===== src/rtl/dtlb_pkg.sv =====
// Package: register windows and bit positions shared by the translation buffer.
// Assumes a 32-bit register data path and 8 KB pages.
package dtlb_pkg;
    localparam int unsigned WORD_W    = 32;
    localparam int unsigned PAGE_W    = 13;
    localparam logic [23:0] TAGW_WIN  = 24'h00000A;
    localparam logic [23:0] MAPW_WIN  = 24'h00000B;
    localparam int unsigned BIT_VALID = 0;
    localparam int unsigned BIT_CI    = 1;
    localparam int unsigned BIT_RU    = 6;
    localparam int unsigned BIT_WU    = 7;
    localparam int unsigned BIT_RS    = 8;
    localparam int unsigned BIT_WS    = 9;

    typedef struct packed {
        logic wr_sup;
        logic rd_sup;
        logic wr_user;
        logic rd_user;
    } perm_t;
endpackage


===== src/rtl/dtlb_cfg_dec.sv =====
// Register-port decoder: sorts an access into the tag-word window or the
// mapping-word window and extracts the entry index.
// Assumes ENTRIES <= 256, so that each window fits in one 256-word block.
module dtlb_cfg_dec #(
    parameter int unsigned ENTRIES = 64,
    localparam int unsigned IDX_W  = $clog2(ENTRIES)
) (
    input  logic             cfg_sel,
    input  logic             cfg_wr,
    input  logic [31:0]      cfg_addr,
    output logic             tag_wr,
    output logic             map_wr,
    output logic             tag_rd,
    output logic             map_rd,
    output logic [IDX_W-1:0] idx
);
    import dtlb_pkg::*;

    logic [8:0] off_ext;
    logic       in_rng;
    logic       in_tag;
    logic       in_map;

    // Decode which window the address falls into and whether its offset is populated.
    always_comb begin
        off_ext = {1'b0, cfg_addr[7:0]};
        in_rng  = off_ext < 9'(ENTRIES);
        in_tag  = (cfg_addr[31:8] == TAGW_WIN) && in_rng;
        in_map  = (cfg_addr[31:8] == MAPW_WIN) && in_rng;
        tag_wr  = cfg_sel && cfg_wr && in_tag;
        map_wr  = cfg_sel && cfg_wr && in_map;
        tag_rd  = cfg_sel && !cfg_wr && in_tag;
        map_rd  = cfg_sel && !cfg_wr && in_map;
        idx     = cfg_addr[IDX_W-1:0];
    end

    // the two windows never decode at once.
    always_comb begin
        a_r1_one_window: assert (!((tag_wr || tag_rd) && (map_wr || map_rd)));
    end
endmodule


===== src/rtl/dtlb_entry_store.sv =====
// Entry storage: valid flags (reset), tags, physical pages, permissions and
// cache-inhibit bits. It has a synchronous lookup read port and a combinational
// register readback port.
// Assumes write-before-read is not wanted: a lookup at the edge of a write sees
// the old data.
module dtlb_entry_store #(
    parameter int unsigned ENTRIES = 64,
    parameter int unsigned TAG_W   = 13,
    parameter int unsigned PPN_W   = 19,
    localparam int unsigned IDX_W  = $clog2(ENTRIES)
) (
    input  logic               clk,
    input  logic               rst_n,
    input  logic               tag_wr,
    input  logic               map_wr,
    input  logic [IDX_W-1:0]   wr_idx,
    input  logic [TAG_W-1:0]   wr_tag,
    input  logic               wr_valid,
    input  logic [PPN_W-1:0]   wr_ppn,
    input  dtlb_pkg::perm_t    wr_perm,
    input  logic               wr_ci,
    input  logic               lkp_en,
    input  logic [IDX_W-1:0]   lkp_idx,
    output logic               rd_valid,
    output logic [TAG_W-1:0]   rd_tag,
    output logic [PPN_W-1:0]   rd_ppn,
    output dtlb_pkg::perm_t    rd_perm,
    output logic               rd_ci,
    output logic               rb_valid,
    output logic [TAG_W-1:0]   rb_tag,
    output logic [PPN_W-1:0]   rb_ppn,
    output dtlb_pkg::perm_t    rb_perm,
    output logic               rb_ci
);
    import dtlb_pkg::*;

    logic [ENTRIES-1:0] valid_q;
    logic [TAG_W-1:0]   tag_mem  [ENTRIES];
    logic [PPN_W-1:0]   ppn_mem  [ENTRIES];
    perm_t              perm_mem [ENTRIES];
    logic [ENTRIES-1:0] ci_mem;

    // Valid flags: cleared by reset, set or cleared by tag-word writes.
    always_ff @(posedge clk) begin
        if (!rst_n)
            valid_q <= '0;
        else if (tag_wr)
            valid_q[wr_idx] <= wr_valid;
    end

    // Tag storage: written by tag-word writes.
    always_ff @(posedge clk) begin
        if (tag_wr)
            tag_mem[wr_idx] <= wr_tag;
    end

    // Mapping storage: page, permissions and cache-inhibit, written together.
    always_ff @(posedge clk) begin
        if (map_wr) begin
            ppn_mem[wr_idx]  <= wr_ppn;
            perm_mem[wr_idx] <= wr_perm;
            ci_mem[wr_idx]   <= wr_ci;
        end
    end

    // Lookup read: capture the selected entry at the edge where a lookup is requested.
    always_ff @(posedge clk) begin
        if (lkp_en) begin
            rd_valid <= valid_q[lkp_idx];
            rd_tag   <= tag_mem[lkp_idx];
            rd_ppn   <= ppn_mem[lkp_idx];
            rd_perm  <= perm_mem[lkp_idx];
            rd_ci    <= ci_mem[lkp_idx];
        end
    end

    // Readback: present the entry addressed by the register port.
    always_comb begin
        rb_valid = valid_q[wr_idx];
        rb_tag   = tag_mem[wr_idx];
        rb_ppn   = ppn_mem[wr_idx];
        rb_perm  = perm_mem[wr_idx];
        rb_ci    = ci_mem[wr_idx];
    end

    // a tag-word write with bit 0 set leaves that entry valid.
    a_r2_valid_set: assert property (@(posedge clk) disable iff (!rst_n)
        (tag_wr && wr_valid) |=> valid_q[$past(wr_idx)]);

    // a lookup at the edge of a tag write to the same entry returns the old flag.
    a_r8_old_flag: assert property (@(posedge clk) disable iff (!rst_n)
        (lkp_en && tag_wr && (lkp_idx == wr_idx)) |=> (rd_valid == $past(valid_q[lkp_idx])));
endmodule


===== src/rtl/dtlb_match.sv =====
// Lookup qualifier: registers the virtual tag and the request, then compares
// the tag with the entry captured by the store.
// Assumes the store captures its read data on the same edge that enables this.
module dtlb_match #(
    parameter int unsigned TAG_W = 13
) (
    input  logic             clk,
    input  logic             rst_n,
    input  logic             lkp_en,
    input  logic [TAG_W-1:0] va_tag,
    input  logic             rd_valid,
    input  logic [TAG_W-1:0] rd_tag,
    output logic             done,
    output logic             hit
);
    logic             done_q;
    logic [TAG_W-1:0] tag_q;

    // Result-valid flag: one cycle behind the request.
    always_ff @(posedge clk) begin
        if (!rst_n)
            done_q <= 1'b0;
        else
            done_q <= lkp_en;
    end

    // Capture the virtual tag alongside the entry read.
    always_ff @(posedge clk) begin
        if (lkp_en)
            tag_q <= va_tag;
    end

    // Hit when the result is valid, the entry is valid and the tags agree.
    always_comb begin
        done = done_q;
        hit  = done_q && rd_valid && (rd_tag == tag_q);
    end
endmodule


===== src/rtl/dtlb_dm.sv =====
// Top level: a direct-mapped data translation buffer with a register port.
// Lookup latency is one clock. The register port reads combinationally and
// writes at the clock edge.
// Assumes a 32-bit virtual address and 8 KB pages.
module dtlb_dm #(
    parameter int unsigned ENTRIES = 64,
    localparam int unsigned IDX_W  = $clog2(ENTRIES),
    localparam int unsigned PPN_W  = dtlb_pkg::WORD_W - dtlb_pkg::PAGE_W,
    localparam int unsigned TAG_W  = PPN_W - IDX_W
) (
    input  logic             clk,
    input  logic             rst_n,
    input  logic             lkp_en,
    input  logic [31:0]      lkp_vaddr,
    output logic             lkp_hit,
    output logic [PPN_W-1:0] lkp_ppn,
    output logic             lkp_rd_user,
    output logic             lkp_wr_user,
    output logic             lkp_rd_sup,
    output logic             lkp_wr_sup,
    output logic             lkp_ci,
    output logic             lkp_done,
    input  logic             cfg_sel,
    input  logic             cfg_wr,
    input  logic [31:0]      cfg_addr,
    input  logic [31:0]      cfg_wdata,
    output logic [31:0]      cfg_rdata
);
    import dtlb_pkg::*;

    logic             tag_wr, map_wr, tag_rd, map_rd;
    logic [IDX_W-1:0] cfg_idx;
    perm_t            wr_perm, rd_perm, rb_perm;
    logic             rd_valid, rd_ci, rb_valid, rb_ci;
    logic [TAG_W-1:0] rd_tag, rb_tag;
    logic [PPN_W-1:0] rd_ppn, rb_ppn;
    logic [31:0]      tag_word, map_word;

    dtlb_cfg_dec #(.ENTRIES(ENTRIES)) u_dec (
        .cfg_sel (cfg_sel),
        .cfg_wr  (cfg_wr),
        .cfg_addr(cfg_addr),
        .tag_wr  (tag_wr),
        .map_wr  (map_wr),
        .tag_rd  (tag_rd),
        .map_rd  (map_rd),
        .idx     (cfg_idx)
    );

    // Unpack the permission field of a mapping-word write.
    always_comb begin
        wr_perm.wr_sup  = cfg_wdata[BIT_WS];
        wr_perm.rd_sup  = cfg_wdata[BIT_RS];
        wr_perm.wr_user = cfg_wdata[BIT_WU];
        wr_perm.rd_user = cfg_wdata[BIT_RU];
    end

    dtlb_entry_store #(.ENTRIES(ENTRIES), .TAG_W(TAG_W), .PPN_W(PPN_W)) u_store (
        .clk     (clk),
        .rst_n   (rst_n),
        .tag_wr  (tag_wr),
        .map_wr  (map_wr),
        .wr_idx  (cfg_idx),
        .wr_tag  (cfg_wdata[WORD_W-1 -: TAG_W]),
        .wr_valid(cfg_wdata[BIT_VALID]),
        .wr_ppn  (cfg_wdata[WORD_W-1 -: PPN_W]),
        .wr_perm (wr_perm),
        .wr_ci   (cfg_wdata[BIT_CI]),
        .lkp_en  (lkp_en),
        .lkp_idx (lkp_vaddr[PAGE_W +: IDX_W]),
        .rd_valid(rd_valid),
        .rd_tag  (rd_tag),
        .rd_ppn  (rd_ppn),
        .rd_perm (rd_perm),
        .rd_ci   (rd_ci),
        .rb_valid(rb_valid),
        .rb_tag  (rb_tag),
        .rb_ppn  (rb_ppn),
        .rb_perm (rb_perm),
        .rb_ci   (rb_ci)
    );

    dtlb_match #(.TAG_W(TAG_W)) u_match (
        .clk     (clk),
        .rst_n   (rst_n),
        .lkp_en  (lkp_en),
        .va_tag  (lkp_vaddr[WORD_W-1 -: TAG_W]),
        .rd_valid(rd_valid),
        .rd_tag  (rd_tag),
        .done    (lkp_done),
        .hit     (lkp_hit)
    );

    // Drive the lookup data outputs from the captured entry.
    always_comb begin
        lkp_ppn     = rd_ppn;
        lkp_rd_user = rd_perm.rd_user;
        lkp_wr_user = rd_perm.wr_user;
        lkp_rd_sup  = rd_perm.rd_sup;
        lkp_wr_sup  = rd_perm.wr_sup;
        lkp_ci      = rd_ci;
    end

    // Assemble the two readback word formats, leaving unused bits zero.
    always_comb begin
        tag_word                       = '0;
        tag_word[WORD_W-1 -: TAG_W]    = rb_tag;
        tag_word[PAGE_W +: IDX_W]      = cfg_idx;
        tag_word[BIT_VALID]            = rb_valid;
        map_word                       = '0;
        map_word[WORD_W-1 -: PPN_W]    = rb_ppn;
        map_word[BIT_WS]               = rb_perm.wr_sup;
        map_word[BIT_RS]               = rb_perm.rd_sup;
        map_word[BIT_WU]               = rb_perm.wr_user;
        map_word[BIT_RU]               = rb_perm.rd_user;
        map_word[BIT_CI]               = rb_ci;
    end

    // Select the readback word for the decoded window, zero otherwise.
    always_comb begin
        if (tag_rd)
            cfg_rdata = tag_word;
        else if (map_rd)
            cfg_rdata = map_word;
        else
            cfg_rdata = '0;
    end

    // a hit is only reported with a valid result.
    a_r5_hit_with_done: assert property (@(posedge clk) disable iff (!rst_n)
        lkp_hit |-> lkp_done);

    // a result follows a request one clock later.
    a_r5_done_after_en: assert property (@(posedge clk) disable iff (!rst_n)
        lkp_en |=> lkp_done);

    // no hit in the first cycle after reset.
    a_r7_no_hit_after_reset: assert property (@(posedge clk) disable iff (!rst_n)
        $past(!rst_n) |-> !lkp_hit);

    // unused readback positions stay zero.
    a_r3_unused_zero: assert property (@(posedge clk) disable iff (!rst_n)
        (cfg_rdata[5:2] == 4'h0) && (cfg_rdata[12:10] == 3'h0));

    // the read bus is quiet while the port is not selected.
    a_r9_quiet_bus: assert property (@(posedge clk) disable iff (!rst_n)
        !cfg_sel |-> (cfg_rdata == 32'h0));
endmodule


===== config.mk =====
export PLATFORM = sky130hd
export DESIGN_NAME = dtlb_dm
export DESIGN_NICKNAME = d
export VERILOG_FILES = /design/src/rtl/dtlb_pkg.sv /design/src/rtl/dtlb_cfg_dec.sv /design/src/rtl/dtlb_entry_store.sv /design/src/rtl/dtlb_match.sv /design/src/rtl/dtlb_dm.sv
export SDC_FILE = /design/constraint.sdc
export NUM_CORES = 2
export LEC_CHECK = 0
export ABC_AREA = 0
export BUFFER_PORTS_ARGS = -buffer_cell sky130_fd_sc_hd__buf_2
export CAP_MARGIN = 15
export CORE_MARGIN = 2
export CORE_UTILIZATION = 30
export CTS_CLUSTER_SIZE = 24
export DETAILED_ROUTE_END_ITERATION = 12
export PLACE_DENSITY = 0.41
export SLEW_MARGIN = 20
export SYNTH_ARGS = -nofsm -noshare
export SYNTH_HDL_FRONTEND = slang
export SYNTH_SLANG_ARGS = --single-unit

===== constraint.sdc =====
create_clock -name clk -period 7.85 [get_ports clk]
set_clock_uncertainty 0.15 [all_clocks]
set_input_delay 1.57 -clock clk [delete_from_list [all_inputs] [get_ports clk]]
set_output_delay 1.57 -clock clk [all_outputs]
set_load 0.02 [all_outputs]

==> qor.yml <==
drc: 0
dp_slack_ns: 0.3454
min_period_ns: 7.763
max_freq_ghz: 0.1288
wl_per_cell_um: 42.85
min_to: "u_store.valid_q[9]$_SDFFE_PN0P_"
drive_above_1_share: 0.3216
grt_antenna_before_repair: 47
fin_ws_ns: 0.08700
io_buffer_count: 131
pwr_density_cell_nw_per_um2: 230.3
core_area_um2: 381400
synth_most_common_cell: "edfxtp_1"
tightestPinTransition_ns: 1.299
ys_types: 74
cts.repair.resized: 0
p_leak_nw: 41.91
synth-async-reset-ratio: 0
nNetsFinal: 6855
cts_buffers: 293
finalSetupViolations: 0
period_share: 0.9889
drtAntennaViolNets: 0
max-cap-violations: 0
place_congestion: 0.8479
hold_viol_final: 0
grt_pass1_wl_um: 687400
die_w_um: 622.3
r2r_slack_ns: 4.91
final_cells: 12060
cp-end-kind: "output pin"
required_ns: 6.13
syn_inst: 6449
dpl.hpwl_um: 328200
max-slew-margin-rel: 0.1257
via_per_inst: 6.150
syn_to_final_growth_pct: 16.61
num_io_pins: 159
dieArea_um2: 387300
finalWirelength_um: 516900
min_path_type: "reg -> reg"
cp.arrival_ns: 6.04
hold_buffers: 0
ys_seq_area_frac: 0.6447
rsz0062_at_grt: "no"
root_buffer: "clkbuf_16"
synth_common_cells: "edfxtp_1 (2419), mux4_2 (893), o22ai_1 (339)"
rows: 227
clock_sinks: 2484
cp_top_family: "simple AND/OR/NAND/NOR gates"
grt_max_degree: 90
htreeDepth: 5
ys.flop_type: "edfxtp_1"
criticalPathCategory: "in -> out"
r2r-end: "u_store.rd_ppn[14]$_DFFE_PP_"
use_met3: 0.03827
crit_top_cell: "buf_4"
worstReg2RegStart: "u_store.ppn_mem[24][14]$_DFFE_PP_"
drt_iter0_drc: 9525
multiInputGateArea_um2: 38510
start_util: 0.3007
peakVddDrop_v: 0.0001586
cts_max_path_buffers: 4
hp-start: "u_store.valid_q[9]$_SDFFE_PN0P_"
ys_ff_latch: 2484
ys_top_cells_by_area: "edfxtp_1 (63%), mux4_2 (18%), a221oi_1 (2.0%), mux2_2 (2.0%), o22ai_1 (1.8%)"
vias: 74190
seqCellArea_um2: 73940
tritoncts: "built"
die_h_um: 622.3
use_met2: 0.4294
cp-start-kind: "input port"
gr-total-overflow: 0
path_cells: "buf_8 > buf_4 > or2_2 > buf_4 > o22ai_1 > a22o_1 > a21oi_1 > o221ai_1 > nor4_1 > buf_4 > buf_2"
reg2reg_depth: 4
busiest_layer: "met2"
report.final.slew_viol_count: 0
path_max_fanout: 39
holdPathStages: 2
setup_tns_ns: 0
slowest_stage: "nor4_1"
ys_warn_count: 0
firstDrtPassIters: 6
synth_area_per_cell_um2: 17.78
synth_edf_count: 2419
grt_pass1_vias: 73800
clk_pin_slew_worst_paths_ns: 0.06
run_status: "completed"
cp_num_buf_inv: 5
dp.cells: 11500
yosys.area.top_type: "edfxtp_1"
synthesis.area_um2: 114700
clk_latency_ns: 0.92
max_stage_delay_ns: 1.09
grt_usage: 0.2601
postCtsSetupRepairBufs: 0
yosysTopAreaCellShare: 0.6334
grt_use_met1: 0.3366
num-fill-cells: 35930
[placed cells by master (no fill, tap or decap), drive strengths merged, types with 15 or more instances in the layout]
master   count
a211oi      17
a21oi      130
a221oi     265
a22o        54
a22oi       72
a2bb2oi     20
buf        619
bufinv      19
clkbuf     382
clkinv     113
dfxtp       65
diode       38
edfxtp    2419
inv         73
mux2       199
mux2i      199
mux4       893
nand2       99
nand3      101
nand3b      55
nand4       21
nor2       188
nor2b       70
nor3        15
nor4        25
o21ai       96
o221ai     135
o22a        31
o22ai      339
o2bb2ai     21
or3b        27
[logic make-up after synthesis]
kind of cell | count (synthesis) | share of synthesized area
AOI/OAI and AO/OA | 1317 | 0.08481
xor gates and xnor gates | 13 | 0.0009928
DFF | 2484 | 0.6447
other | 1 | 0.00003270
buffers and inverters | 678 | 0.02634
and+or+nand+nor | 665 | 0.03083
muxes | 1291 | 0.2123
[per-stage QoR]
step | cell area, um^2 | total power, W | hold WS (ns) | utilization
final | 133700 | 0.03079 | 0.3652 | 0.3506
after global placement | 124500 | 0.01766 | 0.3419 | 0.3263
after global routing | 133700 | 0.03155 | 0.4046 | 0.3505
after floorplan | 114700 | 0.01622 | 0.3137 | -
after CTS | 133600 | 0.03100 | 0.3598 | 0.3503
after detailed placement | 124500 | 0.01766 | 0.3468 | 0.3265
[cell type report]
cell class | instances | share of cell area
clock buffer | 382 | 0.05883
antenna | 38 | 0.0007110
timing repair buffer | 619 | 0.04144
sequential | 2484 | 0.5529
multi-input combinational | 3293 | 0.2879
clock inverter | 145 | 0.009206
inverter | 63 | 0.001880
tap | 5038 | 0.04713
[worst max path at each step]
stage          depth (start not counted)         from           end
3_3_place_gp                          11  cfg_addr[1]  cfg_rdata[6]
2_1_floorplan                          9  cfg_addr[0]  cfg_rdata[7]
4_1_cts                               11  cfg_addr[1]  cfg_rdata[6]
6_report                              11  cfg_addr[1]  cfg_rdata[6]
5_1_grt                               11  cfg_addr[1]  cfg_rdata[6]
3_5_place_dp                          11  cfg_addr[1]  cfg_rdata[6]
[layer usage]
metal,wire length (um),up-vias,share of wire
met4,27690,14,0.054
met5,106,-,0.00021
met1,204800,40710,0.40
met2,249000,4014,0.48
met3,35320,881,0.068
li1,-,28570,-
[registers in the layout, summed over array words and instances (netlist names)]
register / count
u_store.ci_mem: 64
u_store.rd_valid: 1
u_store.ppn_mem: 1216
u_store.valid_q: 64
u_store.rd_ppn: 19
u_store.rd_tag: 13
u_store.tag_mem: 832
u_match.done: 1
u_store.perm_mem: 256
u_store.rd_perm: 4
u_store.rd_ci: 1
u_match.tag_q: 13
[worst register-to-register path, stage by stage (launching register included)]
cell and delay [ns]:
edfxtp_1 0.40, mux4_2 0.51, mux4_2 0.47, mux2i_1 0.63, o21ai_1 0.41
[power by group]
group,internal (W),switching (W)
clock,0.00769,0.00573
combinational,0.000941,0.00185
sequential,0.0146,0.0000128
Note: power is estimated with default switching activity, not from simulation.
